$ cat config.mk
export PLATFORM = sky130hd
export DESIGN_NAME = rpla_top
export DESIGN_NICKNAME = d
export VERILOG_FILES = /design/src/rtl/rpla_pkg.sv /design/src/rtl/rev_cnot.sv /design/src/rtl/rev_cswap.sv /design/src/rtl/rpla_and_plane.sv /design/src/rtl/rpla_or_plane.sv /design/src/rtl/rpla_top.sv
export SDC_FILE = /design/constraint.sdc
export NUM_CORES = 1
export LEC_CHECK = 0
export BUFFER_PORTS_ARGS = -buffer_cell sky130_fd_sc_hd__buf_2
export CAP_MARGIN = 20
export CORE_ASPECT_RATIO = 1.25
export CORE_UTILIZATION = 25
export DETAILED_ROUTE_END_ITERATION = 6
export GPL_ROUTABILITY_DRIVEN = 0
export GPL_TIMING_DRIVEN = 0
export PLACE_DENSITY_LB_ADDON = 0.12
export SLEW_MARGIN = 20
export SYNTH_ARGS = -nofsm -noshare
export SYNTH_HDL_FRONTEND = slang
export SYNTH_SLANG_ARGS = --single-unit
$ cat constraint.sdc
create_clock -name vclk -period 2.4
set_input_delay 0.24 -clock vclk [all_inputs]
set_output_delay 0.24 -clock vclk [all_outputs]
set_load 0.1 [all_outputs]
$ cat src/rtl/rpla_pkg.sv
// Package: sizing helpers for the reversible logic array.
// Assumes N_IN >= 2 so that every minterm needs at least one AND gate.
package rpla_pkg;

    // Number of minterms for n inputs.
    function automatic int n_term(input int n);
        return 1 << n;
    endfunction

    // AND plane garbage: one per inverter, two per AND gate.
    function automatic int and_garb(input int n);
        return n * (n_term(n) / 2) + 2 * n_term(n) * (n - 1);
    endfunction

    // OR plane garbage: two per gating gate, two per OR gate.
    function automatic int or_garb(input int n);
        return 2 * n_term(n) + 2 * (n_term(n) - 1);
    endfunction

    // Total garbage outputs of the array.
    function automatic int garb_count(input int n);
        return and_garb(n) + or_garb(n);
    endfunction

    // AND plane constants: copy gates, inverters, AND gates.
    function automatic int and_const(input int n);
        return n * (n_term(n) - 1) + n * (n_term(n) / 2) + n_term(n) * (n - 1);
    endfunction

    // OR plane constants: gating gates plus OR gates.
    function automatic int or_const(input int n);
        return 2 * n_term(n) - 1;
    endfunction

    // Rank of minterm i among minterms whose bit k is clear (bit k removed).
    function automatic int drop_bit(input int i, input int k);
        return ((i >> (k + 1)) << k) | (i & ((1 << k) - 1));
    endfunction

endpackage

$ cat src/rtl/rev_cnot.sv
// Controlled-NOT: 2-in/2-out reversible gate.
// p passes the control through; q is control XOR target.
// Assumes each output feeds at most one consumer.
module rev_cnot (
    input  logic a,
    input  logic b,
    output logic p,
    output logic q
);

    // Gate mapping.
    assign p = a;
    assign q = a ^ b;

    // Guard: control passes and target is recoverable.
    always_comb begin
        a_r1_control_passes: assert (p == a);
        a_r1_target_recovers: assert ((p ^ q) == b);
    end

endmodule

$ cat src/rtl/rev_cswap.sv
// Controlled-swap: 3-in/3-out conservative reversible gate.
// When a is 0, b and c pass straight; when a is 1 they trade places.
// Assumes each output feeds at most one consumer.
module rev_cswap (
    input  logic a,
    input  logic b,
    input  logic c,
    output logic p,
    output logic q,
    output logic r
);

    // Conditional exchange of b and c under control a.
    always_comb begin
        p = a;
        q = a ? c : b;
        r = a ? b : c;
    end

    // Guard: ones are conserved and control is untouched.
    always_comb begin
        a_r2_ones_kept: assert ($countones({p, q, r}) == $countones({a, b, c}));
        a_r2_control_kept: assert (p == a);
    end

endmodule

$ cat src/rtl/rpla_and_plane.sv
// AND plane: decodes N_IN select bits into 2**N_IN one-hot minterms.
// Each select bit is copied by a controlled-NOT chain (constant 0).
// Clear literals are inverted by a controlled-NOT (constant 1).
// Literals are ANDed by controlled-swap gates with a constant 0.
// Assumes N_IN >= 2. Garbage order: inverters, then AND gates.
module rpla_and_plane #(
    parameter int N_IN = 3
) (
    input  logic [N_IN-1:0]                       sel,
    output logic [rpla_pkg::n_term(N_IN)-1:0]     term,
    output logic [rpla_pkg::and_garb(N_IN)-1:0]   garbage
);

    localparam int N_TERM   = rpla_pkg::n_term(N_IN);
    localparam int HALF     = N_TERM / 2;
    localparam int INV_GARB = N_IN * HALF;

    logic [N_IN-1:0][N_TERM-1:0] copies;
    logic [N_TERM-1:0][N_IN-1:0] lit;

    // Copy chains: one private copy of each select bit per minterm.
    for (genvar k = 0; k < N_IN; k++) begin : g_in
        logic [N_TERM-2:0] chain;
        for (genvar j = 0; j < N_TERM - 1; j++) begin : g_cp
            logic src;
            if (j == 0) begin : g_first
                assign src = sel[k];
            end else begin : g_next
                assign src = chain[j-1];
            end
            rev_cnot u_copy (
                .a (src),
                .b (1'b0),
                .p (chain[j]),
                .q (copies[k][j])
            );
        end
        assign copies[k][N_TERM-1] = chain[N_TERM-2];
    end

    // Literal selection and AND chain per minterm.
    for (genvar i = 0; i < N_TERM; i++) begin : g_term
        logic [N_IN-1:0] acc;
        for (genvar k = 0; k < N_IN; k++) begin : g_lit
            if (((i >> k) & 1) == 1) begin : g_true
                assign lit[i][k] = copies[k][i];
            end else begin : g_inv
                rev_cnot u_inv (
                    .a (copies[k][i]),
                    .b (1'b1),
                    .p (garbage[k * HALF + rpla_pkg::drop_bit(i, k)]),
                    .q (lit[i][k])
                );
            end
        end
        assign acc[0] = lit[i][0];
        for (genvar k = 1; k < N_IN; k++) begin : g_and
            localparam int BASE = INV_GARB + 2 * (i * (N_IN - 1) + (k - 1));
            rev_cswap u_and (
                .a (acc[k-1]),
                .b (lit[i][k]),
                .c (1'b0),
                .p (garbage[BASE]),
                .q (garbage[BASE + 1]),
                .r (acc[k])
            );
        end
        assign term[i] = acc[N_IN-1];
    end

    // Guard: exactly one minterm is active for any select value.
    always_comb begin
        a_r3_one_minterm: assert ($countones(term) == 1);
    end

endmodule

$ cat src/rtl/rpla_or_plane.sv
// OR plane: gates each minterm by its program bit and ORs the results.
// Gating is a controlled-swap with a constant 0 (AND, output r).
// Merging is a controlled-swap chain with a constant 1 (OR, output q).
// Assumes term is one-hot. Garbage order: gating gates, then OR gates.
module rpla_or_plane #(
    parameter int N_IN = 3
) (
    input  logic [rpla_pkg::n_term(N_IN)-1:0]    term,
    input  logic [rpla_pkg::n_term(N_IN)-1:0]    prog,
    output logic                                 f,
    output logic [rpla_pkg::or_garb(N_IN)-1:0]   garbage
);

    localparam int N_TERM    = rpla_pkg::n_term(N_IN);
    localparam int GATE_GARB = 2 * N_TERM;

    logic [N_TERM-1:0] picked;
    logic [N_TERM-1:0] merged;

    // Gating: picked[i] = prog[i] AND term[i].
    for (genvar i = 0; i < N_TERM; i++) begin : g_gate
        rev_cswap u_gate (
            .a (prog[i]),
            .b (term[i]),
            .c (1'b0),
            .p (garbage[2 * i]),
            .q (garbage[2 * i + 1]),
            .r (picked[i])
        );
    end

    // OR chain: merged[j] = merged[j-1] OR picked[j].
    assign merged[0] = picked[0];
    for (genvar j = 1; j < N_TERM; j++) begin : g_or
        rev_cswap u_or (
            .a (merged[j-1]),
            .b (picked[j]),
            .c (1'b1),
            .p (garbage[GATE_GARB + 2 * (j - 1)]),
            .q (merged[j]),
            .r (garbage[GATE_GARB + 2 * (j - 1) + 1])
        );
    end

    assign f = merged[N_TERM-1];

    // Guard: empty and full programs give constant outputs.
    always_comb begin
        a_r4_empty_program: assert ((prog != '0) || (f == 1'b0));
        a_r4_full_program: assert ((prog != '1) || (f == 1'b1));
    end

endmodule

$ cat src/rtl/rpla_top.sv
// Reversible programmable logic array, single output.
// f = prog[sel]; every gate output not used is exposed on garbage.
// const_used reports the constant inputs tied inside the structure.
// Purely combinational; assumes N_IN >= 2.
module rpla_top #(
    parameter int N_IN = 3
) (
    input  logic [N_IN-1:0]                        sel,
    input  logic [rpla_pkg::n_term(N_IN)-1:0]      prog,
    output logic                                   f,
    output logic [rpla_pkg::garb_count(N_IN)-1:0]  garbage,
    output logic [15:0]                            const_used
);

    localparam int N_TERM  = rpla_pkg::n_term(N_IN);
    localparam int AND_G   = rpla_pkg::and_garb(N_IN);
    localparam int OR_G    = rpla_pkg::or_garb(N_IN);
    localparam int CONST_N = rpla_pkg::and_const(N_IN) + rpla_pkg::or_const(N_IN);

    logic [N_TERM-1:0] term;
    logic [AND_G-1:0]  and_garbage;
    logic [OR_G-1:0]   or_garbage;

    rpla_and_plane #(.N_IN(N_IN)) u_and_plane (
        .sel     (sel),
        .term    (term),
        .garbage (and_garbage)
    );

    rpla_or_plane #(.N_IN(N_IN)) u_or_plane (
        .term    (term),
        .prog    (prog),
        .f       (f),
        .garbage (or_garbage)
    );

    // Garbage bus: OR plane in the upper bits, AND plane below.
    assign garbage    = {or_garbage, and_garbage};
    // Constant count report.
    assign const_used = 16'(CONST_N);

    // Guard: output equals the program bit chosen by the select value.
    always_comb begin
        a_r3_selects_bit: assert (f == prog[sel]);
    end

endmodule

==> Word-level counts from Yosys, hierarchy flattened <==
Index checks and enable logic that the tools add are counted.
{ "op_classes": {"mux": 50, "bitwise_logic": 3} }
{ "op_table": {"columns": ["cell", "count"], "rows": [
  ["1-bit two-way mux", 50],
  ["1-bit NOT", 3]
]} }
{ "totals": {"out_inout_bits": 91, "word_cells": 53, "register_bits": 0, "input_bits": 11} }

==> Depth between registers and ports, before layout <==
{ "logic_depth": {"depth_word": 11, "ltp_mapped": 6, "ltp_nobuf": 4} }

==> Hierarchy <==
Synthesis repeated with hierarchy kept, for this count alone.
{ "unflattened": {"cells_unflattened": 189, "hier_area_um2": 1670.4} }
{ "modules_own_cells": {"columns": ["module", "area_each_um2", "cells_each", "seq_area_each_um2", "instances"], "rows": [
  ["rev_cswap", 30.0, 3, 0.0, 31],
  ["rev_cnot", 16.3, 2, 0.0, 33],
  ["rpla_top", 127.6, 18, 0.0, 1],
  ["rpla_and_plane", 67.6, 10, 0.0, 1],
  ["rpla_or_plane", 7.5, 2, 0.0, 1]
]} }

==> Worst setup path after synthesis <==
Ideal clock, no wire load.
{ "synth_path": {"kind": "in2out", "from": "input sel[1]", "to": "output f", "path_slack_ns": -0.040, "required_ns": 2.160, "path_buffers": 1, "cell_stages": 5, "t_arrival_ns": 2.200, "path_cell_list": "buf_4 -> nand2_1 -> inv_1 -> nand2_1 -> o2111ai_1"} }
{ "synth_via": {"elab_cells_between_ends": 28, "classes_between": "27 x mux; 1 x bitwise"} }
{ "synth_rtl": {"columns": ["element", "line_no", "rtl"], "rows": [
  ["start: declaration", "rpla_top.sv:8", "input logic [N_IN-1:0] sel,"],
  ["1-bit two-way mux *", null, null],
  ["via u_and_plane.g_term[2].g_and[1].u_and.q", "rev_cswap.sv:9", "output logic q,"],
  ["1-bit two-way mux (2 in a row)", "rev_cswap.sv:17", "r = a ? b : c;"],
  ["1-bit two-way mux (4 in a row)", "rev_cswap.sv:16", "q = a ? c : b;"],
  ["1-bit two-way mux *", "rev_cswap.sv:16", null],
  ["end: declaration", "rpla_top.sv:10", "output logic f,"]
]} }
The timed path passes the listed nets; every way through them passes the cells marked *.

==> Worst setup path in the final report <==
{ "layout_path": {"from": "input sel[0]", "to": "output garbage[70] in the netlist's numbering"} }
{ "layout_via": {"elab_chain_len": 8, "elab_cells_between_ends": 21, "classes_between": "21 x mux"} }
{ "layout_rtl": {"columns": ["element", "line_no", "rtl"], "rows": [
  ["1-bit two-way mux *", null, null],
  ["via u_and_plane.g_term[0].g_and[1].u_and.q", "rev_cswap.sv:9", null],
  ["1-bit two-way mux (2 in a row)", "rev_cswap.sv:17", null],
  ["1-bit two-way mux (4 in a row)", "rev_cswap.sv:16", null],
  ["1-bit two-way mux *", "rev_cswap.sv:16", null],
  ["end: declaration", "rpla_top.sv:11", "output logic [rpla_pkg::garb_count(N_IN)-1:0] garbage,"]
]} }
Marks and branches as above.

==> run_results.csv <==
group,metric,value,unit
timing,slew_violations,0,
power,ir_drop,0.2116,mV
synth,post_synth_inst_count,146,
floorplanning,core_area,3847,µm²
placement,port_buffers,86,
critical_path,critPathMaxFanout,10,
grt,antenna_violations_before_repair,0,
critical_path,critical_path_arrival,1810,ps
power,power.density_cell_area,571.3,nW/µm²
cells_and_area,multi_input_area,355.3,µm²
cts,post-cts-setup-buffers,0,
drt,drtAntennaViolNets,0,
floorplanning,row_count,25,
cells_and_area,fillerInstances,415,
placement,placement.setup.worst_slack,325.8,ps
placement,hpwlAfterDp,1.955,mm
synth,synth_largest_area_cell,"sky130_fd_sc_hd__buf_4",
floorplanning,die_h,73.63,µm
synth,syn-mean-instance-area,7.027,µm²
critical_path,type_of_element_launching_the_critical_path,"input port",
timing,max_clock_freq,487.3,MHz
drt,detail_route.drc_violations,0,
timing,final_hold_viol_count,0,
synth,synth_warn,0,
synth,ys_seq_area_frac,0,
timing,final_period_minus_worst_setup_slack,2052,ps
cells_and_area,seq_cells,0,
drt,totalWireLength,2.294,mm
grt,pin_count_of_the_biggest_net_entering_global_routing,11,
min_path,hold_path_class,"input port to primary output",
power,total_leakage_power,0.001032,µW
drt,drt_pre_antenna_iters,3,
critical_path,setup.worst_path.class,"input port to primary output",
synth,yosysUniqueCellTypes,26,
cells_and_area,nClkBuffers,0,
cells_and_area,area_taken_by_flip_flops_and_latches,0,µm²
cells_and_area,design.final.nets,259,
floorplanning,fp.dieW,59.30,µm
cts,cts-resized-gates,0,
timing,finalSetupViolCount,0,
drt,wl_per_cell,7.647,µm
cells_and_area,area_growth,54.27,%
timing,fin_tns_setup,0,ps
critical_path,worst_setup_path_end_kind,"primary output",
floorplanning,initial_core_util,0.2667,
drt,number_of_drc_markers_after_the_initial_detailed_route_iteration,27,
cts,hold_buffers,0,
timing,timing.hold.ws,987.1,ps
synth,synth.top_cells.by_area,"sky130_fd_sc_hd__buf_4, sky130_fd_sc_hd__nor2_1, sky130_fd_sc_hd__o32ai_4",
critical_path,cp_data_required_time,2160,ps
job,cap_violations,0,
power,total_power,904.3,µW
timing,fin_ws,347.8,ps
cells_and_area,num_antenna_cells,0,
timing,rsz0062_at_grt,"no",
timing,final.period_utilization,0.8551,
grt,global_route.overflow_total,0,
grt,grt_pass1_vias,675,
synth,synth_top_area_share,0.6732,
run_status,status,"finished, final reports clean",
floorplanning,floorplan.io_pins,102,
drt,route.detailed.vias_per_inst,3.373,
synth,post_synth_instance_area,1026,µm²
drt,dr_total_vias,1012,
cells_and_area,drive_above_1_share,0.7642,
grt,grt_pass1_wl,3.077,mm
floorplanning,die_area,4366,µm²
grt,globalRouteTotalUtil,0.08646,
## per-layer routing
metal,vias to the layer above,global-route usage,part of all wire
met5,-,0,0
met4,0,0,0
met3,0,0,0.096
met2,64,0.1523,0.45
met1,397,0.1239,0.45
li1,551,-,-
## final timing paths
path | startpoint | to | cells after the start
hold / removal | prog[7] | garbage[58] | 3
setup / recovery | sel[0] | garbage[70] | 7
## kinds of logic after synthesis
kind of cell	synth area share
other	0.007320
AOI/OAI and AO/OA	0.06098
muxes	0.009756
buffers and inverters	0.7110
and+or+nand+nor	0.2110
## power by group
group,internal (µW),switching (µW),total (µW)
clock network,0,0,0
registers,0,0,0
logic,174,731,904
## Yosys cell counts (2+ instances only)
| master | count |
|---|---|
| sky130_fd_sc_hd__nand3_1 | 3 |
| sky130_fd_sc_hd__nor3_1 | 3 |
| sky130_fd_sc_hd__buf_2 | 2 |
| sky130_fd_sc_hd__conb_1 | 2 |
| sky130_fd_sc_hd__and3_1 | 2 |
| sky130_fd_sc_hd__nor4_1 | 2 |
| sky130_fd_sc_hd__buf_4 | 92 |
| sky130_fd_sc_hd__and3b_1 | 2 |
| sky130_fd_sc_hd__nor2b_1 | 3 |
| sky130_fd_sc_hd__and2_1 | 3 |
| sky130_fd_sc_hd__nor2_1 | 8 |
| sky130_fd_sc_hd__nand2_1 | 5 |
| sky130_fd_sc_hd__inv_1 | 6 |
## cell type report
class                      count  area share
inverter                       7     0.01818
tap                           54     0.04269
timing repair buffer          86      0.2719
buffer                        94      0.4427
multi-input combinational     59      0.2245
## per-stage QoR
stage	cells	instance area [µm²]	util
6_report	300	1583	0.4114
3_3_place_gp	300	1583	0.4114
5_1_grt	300	1583	0.4114
3_5_place_dp	300	1583	0.4114
2_1_floorplan	160	1085	-
4_1_cts	300	1583	0.4114
## worst max-delay path, cell delays in order
cell	delay, ps
sky130_fd_sc_hd__buf_2	180
sky130_fd_sc_hd__buf_4	200
sky130_fd_sc_hd__nor2b_1	420
sky130_fd_sc_hd__nand3_1	160
sky130_fd_sc_hd__nand3_1	110
sky130_fd_sc_hd__buf_4	100
sky130_fd_sc_hd__buf_2	410
## cell usage in the layout, fill, tap and decap left out
cell type and instances:
sky130_fd_sc_hd__and3_1 2, sky130_fd_sc_hd__nor3b_1 1, sky130_fd_sc_hd__nand2b_1 1, sky130_fd_sc_hd__or2_2 1, sky130_fd_sc_hd__and4b_4 1, sky130_fd_sc_hd__nor2_2 1, sky130_fd_sc_hd__inv_4 1, sky130_fd_sc_hd__buf_4 92
sky130_fd_sc_hd__a31oi_4 1, sky130_fd_sc_hd__inv_1 6, sky130_fd_sc_hd__nor2_1 8, sky130_fd_sc_hd__o2111ai_2 1, sky130_fd_sc_hd__nor4b_1 1, sky130_fd_sc_hd__nor4_1 2, sky130_fd_sc_hd__and3b_1 2, sky130_fd_sc_hd__conb_1 16
sky130_fd_sc_hd__nor2b_1 3, sky130_fd_sc_hd__o32ai_4 1, sky130_fd_sc_hd__and2_1 3, sky130_fd_sc_hd__nand2_1 5, sky130_fd_sc_hd__nand3_1 3, sky130_fd_sc_hd__nor3_1 3, sky130_fd_sc_hd__nand2b_2 1, sky130_fd_sc_hd__o21ai_1 1
sky130_fd_sc_hd__mux2i_1 1, sky130_fd_sc_hd__buf_2 88
No activity file was read; power rests on OpenSTA's default activity.
